$ cat src/rtl/flash_done_poller.sv
module flash_done_poller #(
  parameter int AW        = 16,
  parameter int RD_CYCLES = 3,
  parameter int MAX_READS = 4096
) (
  input  logic          clk,
  input  logic          rst_n,
  input  logic          start,
  input  logic          mode,
  input  logic [AW-1:0] addr_in,
  input  logic [7:0]    exp_data,
  output logic          busy,
  output logic          done,
  output logic          fail,
  output logic          fl_ce_n,
  output logic          fl_oe_n,
  output logic [AW-1:0] fl_addr,
  input  logic [7:0]    fl_dq
);

  localparam int TW = (RD_CYCLES > 1) ? $clog2(RD_CYCLES) : 1;
  localparam int NW = $clog2(MAX_READS + 1);
  localparam logic [TW-1:0] T_LAST = TW'(RD_CYCLES - 1);
  localparam logic [NW-1:0] N_MAX  = NW'(MAX_READS);

  typedef enum logic [1:0] {S_IDLE, S_RD, S_GAP} st_t;

  st_t           st;
  logic [TW-1:0] tmr;
  logic [NW-1:0] nrd;
  logic [1:0]    conf;
  logic          have_prev, prev6, m_q;
  logic [AW-1:0] a_q;
  logic [7:0]    x_q;

  logic       sample, cand, match, finish;
  logic [1:0] conf_nx;

  assign sample  = (st == S_RD) && (tmr == T_LAST);
  assign cand    = m_q ? (have_prev && (fl_dq[6] == prev6)) : (fl_dq[7] == x_q[7]);
  assign match   = (fl_dq == x_q);
  assign conf_nx = (conf == 2'd0) ? {1'b0, cand} : (match ? conf + 2'd1 : 2'd0);
  assign finish  = (conf == 2'd2) && match;

  assign busy    = (st != S_IDLE);
  assign fl_ce_n = (st != S_RD);
  assign fl_oe_n = (st != S_RD);
  assign fl_addr = a_q;

  always_ff @(posedge clk or negedge rst_n) begin
    if (!rst_n) begin
      st        <= S_IDLE;
      tmr       <= '0;
      nrd       <= '0;
      conf      <= '0;
      have_prev <= 1'b0;
      prev6     <= 1'b0;
      m_q       <= 1'b0;
      a_q       <= '0;
      x_q       <= '0;
      done      <= 1'b0;
      fail      <= 1'b0;
    end else begin
      case (st)
        S_IDLE: if (start) begin
          a_q       <= addr_in;
          x_q       <= exp_data;
          m_q       <= mode;
          done      <= 1'b0;
          fail      <= 1'b0;
          nrd       <= '0;
          conf      <= '0;
          have_prev <= 1'b0;
          tmr       <= '0;
          st        <= S_RD;
        end
        S_RD: if (sample) begin
          tmr       <= '0;
          nrd       <= nrd + 1'b1;
          prev6     <= fl_dq[6];
          have_prev <= 1'b1;
          conf      <= conf_nx;
          if (finish) begin
            done <= 1'b1;
            st   <= S_IDLE;
          end else if (nrd + 1'b1 == N_MAX) begin
            fail <= 1'b1;
            st   <= S_IDLE;
          end else begin
            st <= S_GAP;
          end
        end else begin
          tmr <= tmr + 1'b1;
        end
        default: st <= S_RD;
      endcase
    end
  end


  excl_result_chk: assert property (@(posedge clk) disable iff (!rst_n) !(done && fail));

  strobe_width_chk: assert property (@(posedge clk) disable iff (!rst_n)
    $rose(fl_oe_n) |-> $past(tmr) == T_LAST);

  idle_release_chk: assert property (@(posedge clk) disable iff (!rst_n)
    !busy |-> (fl_ce_n && fl_oe_n));

  addr_hold_chk: assert property (@(posedge clk) disable iff (!rst_n)
    (busy && $past(busy)) |-> $stable(fl_addr));

  min_reads_chk: assert property (@(posedge clk) disable iff (!rst_n)
    $rose(done) |-> nrd >= NW'(3));

  fail_limit_chk: assert property (@(posedge clk) disable iff (!rst_n)
    $rose(fail) |-> nrd == N_MAX);

endmodule

$ cat config.mk
export PLATFORM = sky130hd
export DESIGN_NAME = flash_done_poller
export DESIGN_NICKNAME = d
export VERILOG_FILES = /design/src/rtl/flash_done_poller.sv
export SDC_FILE = /design/constraint.sdc
export NUM_CORES = 1
export LEC_CHECK = 0
export BUFFER_PORTS_ARGS = -buffer_cell sky130_fd_sc_hd__buf_2
export CELL_PAD_IN_SITES_DETAIL_PLACEMENT = 2
export CELL_PAD_IN_SITES_GLOBAL_PLACEMENT = 2
export CORE_MARGIN = 2
export CORE_UTILIZATION = 32
export DETAILED_ROUTE_END_ITERATION = 7
export GPL_ROUTABILITY_DRIVEN = 1
export PLACE_DENSITY_LB_ADDON = 0.25
export SETUP_SLACK_MARGIN = 0.02
export SLEW_MARGIN = 15
export SYNTH_ARGS = -nofsm -noshare
export SYNTH_HDL_FRONTEND = slang
export SYNTH_SLANG_ARGS = --single-unit
$ cat constraint.sdc
create_clock -name clk -period 2.7 [get_ports clk]
set_input_delay 0.27 -clock clk [delete_from_list [all_inputs] [get_ports clk]]
set_output_delay 0.27 -clock clk [all_outputs]
set_load 0.005 [all_outputs]
* After elaboration in Yosys (flattened, before gate mapping)
Cells that the tools add are included.
Word-level totals: output and inout port bits 21, register bits 48, logic and storage cells 67, input port bits 36
Cells by class: eq/ne operators 13, reductions and logical operators 14, multiplexer cells 26, add/sub/neg operators 3
Operators with widths (number):
- two-way mux 13 bit | 2
- case mux 13 bit (2 select lines) | 1
- two-way mux 2 bit | 9
- adder 13 x 1 -> 13 bit (second input constant) | 1
- == test 13 bit (second input constant) | 1
- case mux 2 bit (2 select lines) | 3
- == test 8 bit | 1
- two-way mux 1 bit | 8
- != test 2 bit (second input constant) | 4
- AND reduction 2 bit | 4
- case mux 1 bit (2 select lines) | 3
- AND reduction 5 bit | 1
- adder 2 x 1 -> 2 bit (second input constant) | 2
- == test 2 bit (second input constant) | 2
- logical NOT 2 bit | 2
- != test 2 x 1 -> 1 bit (second input constant) | 2
- AND reduction 4 bit | 1
- nonzero test 2 bit | 2
- logical AND 1 bit | 3
- AND reduction 3 bit | 1
- == test 1 bit | 2
- == test 2 x 1 -> 1 bit (second input constant) | 1

* Logic depth before layout (Yosys ltp)
word-level depth 6, mapped depth 7, depth with buffers taken out 6

* Worst setup path after synthesis
Ideal clock, no wire load.
kind flip-flop to flip-flop, start point reg nrd[4], end point reg st[1], cell stages (with the launch flop) 7, arrival time 1882 ps, path slack 699 ps, period minus slack after synthesis 2001 ps, cell sequence dfrtp_1 > buf_4 > nand3_4 > or3_2 > xnor2_1 > or4_4 > o21ba_1
On the way: word-level cells in the longest chain between the ends 6
Ends and longest elaborated chain:
- from (decl) | RTL line 30 | logic [NW-1:0] nrd;
- from (signal assigned) | RTL line 79 | nrd <= nrd + 1'b1;
- adder 13 x 1 -> 13 bit | RTL line 86 | end else if (nrd + 1'b1 == N_MAX) begin
- == test 13 bit | RTL line 86
- two-way mux 2 bit | RTL line 86
- two-way mux 2 bit | RTL line 83 | if (finish) begin
- two-way mux 2 bit | RTL line 77 | S_RD: if (sample) begin
- case mux 2 bit (2 select lines) | RTL line 64 | case (st)
- to (signal assigned) | RTL line 85 | st <= S_IDLE;
- to (signal assigned) | RTL line 88 | st <= S_IDLE;
- to (signal assigned) | RTL line 90 | st <= S_GAP;
- to (decl) | RTL line 28 | st_t st;
No other way between the ends. The select of a mux whose other input is x is not followed. A chain may end at the register's enable or synchronous reset.

* Worst setup path after layout
start point reg nrd[3], end point reg st[1]
The elaborated chain is that of the path after synthesis.

==> PnR_summary.wiki <==
{| class="wikitable"
! Metric !! Value
|-
| Run status || completed
|-
| Main area contributors after synthesis || sky130_fd_sc_hd__dfrtp_1 50%, sky130_fd_sc_hd__nand2_1 14%, sky130_fd_sc_hd__o21ai_0 3.8%, sky130_fd_sc_hd__xor2_1 3.3%, sky130_fd_sc_hd__ha_1 2.1%
|-
| Count of input and output buffers || 56
|-
| Clock transition at the registers of the reported paths || 100 ps
|-
| Critical Setup Path Class || flip-flop to flip-flop
|-
| Final clock period utilization by the worst path || 81.9%
|-
| Summed negative setup slack over all endpoints || 0 ps
|-
| Post-Layout Cell Count || 423
|-
| Worst Setup End Kind || flip-flop
|-
| Vias per inst || 4.91
|-
| Final routed wirelength across all metal layers || 6.63 mm
|-
| Combined global-route utilization of all metal layers || 17.5%
|-
| Dpl cells || 414
|-
| Net count after synthesis || 306
|-
| Data required time of the worst path || 2900 ps
|-
| Area taken by flip-flops and latches || 1200 um^2
|-
| Worst EP arrival || 2410 ps
|-
| Max VDD drop || 0.353 mV
|-
| Total count of hold-check failures in the final report || 0
|-
| Static leakage || 1.48 nW
|-
| Initial core utilization || 33.1%
|-
| Hold-fix buffers at CTS || 1
|-
| Post-Synthesis Mean Instance Area || 9.02 um^2
|-
| Area growth from synthesis to final layout || 21.5%
|-
| Fraction of post-synthesis cell area in the top cell type by area || 50.1%
|-
| CTS tree || built
|-
| Overall power after layout || 2.63 mW
|-
| Startpoint type of the worst setup path || flip-flop
|-
| Most used flip-flop cell after synthesis || sky130_fd_sc_hd__dfrtp_1
|-
| Weighted congestion at the end of routability-driven global placement || 0.745
|-
| Total standard cell area after synthesis || 2400 um^2
|-
| Post-CTS setup-driven buffer insertion count || 0
|-
| Average wire per standard cell || 15.7 um
|-
| Count of H-tree levels built during CTS || 2
|-
| Initial DRC count || 43
|-
| Core area || 7250 um^2
|-
| Gate count after technology mapping || 266
|-
| Standard-cell row count || 31
|-
| Layout net count || 363
|-
| EDFF count, synth || 0
|-
| Hold Crit Depth || 3
|-
| Root Buffer Master || sky130_fd_sc_hd__clkbuf_8
|-
| Clock skew || 7.53 ps
|-
| Hold crit path type || input pin to flip-flop
|-
| Ant diodes || 0
|-
| Final setup fails || 0
|-
| Number of I/O pins || 57
|-
| Worst rel slew slack || 28.3%
|-
| Vias in the first global route || 2361
|-
| GR Overflow Total || 0
|-
| Floorplan die width || 90.6 um
|-
| Layout cells sized above 1 || 25.3%
|-
| Biggest area consumer among synthesized cells || sky130_fd_sc_hd__dfrtp_1
|-
| Setup slack on the worst flop-to-flop path || 490 ps
|-
| # fillers || 854
|-
| Clock Sink Count || 48
|-
| Logic depth of the worst register-to-register path || 5
|-
| Unique cell type count in the Yosys netlist || 44
|-
| Vertical die dimension || 90.6 um
|-
| Part of the Yosys area used for sequential elements || 50.1%
|-
| Multi-input gate area in the final layout || 1100 um^2
|-
| Skew-Pair Late Insertion Delay || 300 ps
|-
| Vias || 2077
|-
| Flop and latch count out of synthesis || 48
|-
| Hpwl dp || 4.93 mm
|-
| Async set-or-reset flop fraction in the synthesized netlist || 100%
|-
| Pwr Density || 901 nW/um^2
|-
| Global-route wire length before repair || 11.5 mm
|-
| Transition time at the pin with the least slew margin || 1070 ps
|-
| Post-cts repair resize count || 0
|-
| Length of the first detailed-routing pass in iterations || 3
|-
| Pin count of the biggest net entering global routing || 29
|-
| Setup repair after global routing missed its margin || false
|-
| Highest fanout seen on the critical path || 9
|-
| Final min period || 2210 ps
|-
| Count of nets left with antenna violations after detail routing || 0
|-
| Area of the die || 8200 um^2
|-
| Number of warnings reported in the yosys synthesis log || 0
|-
| Highest achievable clock rate || 0.452 GHz
|-
| Number of antenna violations at the first check in global routing || 0
|-
| Number of pins exceeding their max-slew limit in the final report || 0
|-
| Final design utilization || 40.2%
|-
| Final routed DRC violation total || 0
|-
| Worst-case clock buffer depth || 2
|-
| Max-Cap Viols || 0
|-
| Clock buffer count from CTS || 5
|}
[placed cells by master (no fill, tap or decap), types with 3 or more instances in the layout]
cell / instances
sky130_fd_sc_hd__and3_1: 4
sky130_fd_sc_hd__a22o_1: 3
sky130_fd_sc_hd__nor3_1: 5
sky130_fd_sc_hd__buf_2: 56
sky130_fd_sc_hd__o21ai_0: 18
sky130_fd_sc_hd__clkbuf_8: 7
sky130_fd_sc_hd__o31ai_1: 4
sky130_fd_sc_hd__nand4_1: 3
sky130_fd_sc_hd__nand3_1: 4
sky130_fd_sc_hd__xor2_1: 9
sky130_fd_sc_hd__xnor2_1: 5
sky130_fd_sc_hd__inv_1: 7
sky130_fd_sc_hd__dfrtp_1: 48
sky130_fd_sc_hd__nand2_1: 92
sky130_fd_sc_hd__buf_4: 6
sky130_fd_sc_hd__ha_1: 4
sky130_fd_sc_hd__nor2_1: 13
[Yosys cell counts (2+ instances only)]
cell type,number
sky130_fd_sc_hd__a21oi_1,2
sky130_fd_sc_hd__inv_1,7
sky130_fd_sc_hd__xnor2_1,5
sky130_fd_sc_hd__ha_1,4
sky130_fd_sc_hd__o21a_1,2
sky130_fd_sc_hd__a22o_1,3
sky130_fd_sc_hd__xor2_1,9
sky130_fd_sc_hd__nand3_1,4
sky130_fd_sc_hd__nand3b_1,2
sky130_fd_sc_hd__or4_4,2
sky130_fd_sc_hd__or3_2,2
sky130_fd_sc_hd__nand2_1,92
sky130_fd_sc_hd__and3_1,4
sky130_fd_sc_hd__nand4_1,3
sky130_fd_sc_hd__nor2_1,13
sky130_fd_sc_hd__nor4_1,2
sky130_fd_sc_hd__o31ai_1,4
sky130_fd_sc_hd__dfrtp_1,48
sky130_fd_sc_hd__clkbuf_1,8
sky130_fd_sc_hd__and2_1,2
sky130_fd_sc_hd__nor3_1,5
sky130_fd_sc_hd__o21ai_0,18
sky130_fd_sc_hd__buf_4,3
sky130_fd_sc_hd__a31oi_1,2
[metal layers]
metal  wire, um  part of all wire, %  track usage, %
met4         67                  1.0            4.23
met5          0                    0               0
met1       2890                   44            21.8
met3        239                  3.6            3.67
met2       3440                   52            30.9
[power by group]
| group | internal (mW) | leakage, nW | total (mW) | switching [mW] |
|---|---|---|---|---|
| clock | 0.327 | 0.0645 | 0.579 | 0.252 |
| sequential | 0.967 | 0.617 | 1.15 | 0.188 |
| combinational | 0.380 | 0.800 | 0.892 | 0.511 |
| total | 1.67 | 1.48 | 2.63 | 0.951 |
[metrics by stage]
step	cell area [um^2]	hold WS, ps	setup WS, ps
2_1_floorplan	2400	-25.6	699
3_3_place_gp	2780	103	563
3_5_place_dp	2780	106	503
4_1_cts	2920	142	487
5_1_grt	2920	145	349
6_report	2920	154	488
[critical path, cell delays in order, from the launching register on]
cell	delay [ps]
sky130_fd_sc_hd__dfrtp_1	550
sky130_fd_sc_hd__nand3_4	180
sky130_fd_sc_hd__or3_2	490
sky130_fd_sc_hd__xnor2_1	150
sky130_fd_sc_hd__or4_4	530
sky130_fd_sc_hd__o21ba_1	190
[layout make-up]
cell class                 count  share of cell area [%]
sequential                    48                    41.2
multi-input combinational    198                    37.8
timing repair buffer          63                    11.5
tap                           99                    4.25
clock buffer                   7                    3.30
clock inverter                 1                    1.03
inverter                       7                   0.901
[worst paths after layout]
check | from | end
worst min register to register | fl_addr[2] | fl_addr[2]
min in group asynchronous | rst_n | nrd[8]
worst max-delay path | nrd[3] | st[1]
worst min-delay path | addr_in[7] | fl_addr[7]
worst max register to register | nrd[3] | st[1]
max in group asynchronous | rst_n | x_q[6]
[sequential cells by signal, summed over array words and instances, names as in the netlist]
signal and count:
nrd 13, have_prev 1, done 1, fail 1, tmr 2, st 2
fl_addr 16, prev6 1, m_q 1, x_q 8, conf 2
[cell families (layout without fill, tap and decap cells)]
logic type                 count (synthesis)  in the layout  synth area share (%)
buffers and inverters                     20             78                  3.96
adders and majority gates                  4              4                  2.09
DFF                                       48             48                  50.1
and+or+nand+nor                          142            142                  28.1
xor gates and xnor gates                  14             14                  5.11
muxes                                      1              1                 0.469
AOI/OAI and AO/OA                         37             37                  10.2
Note: power is estimated with default switching activity, not from simulation.
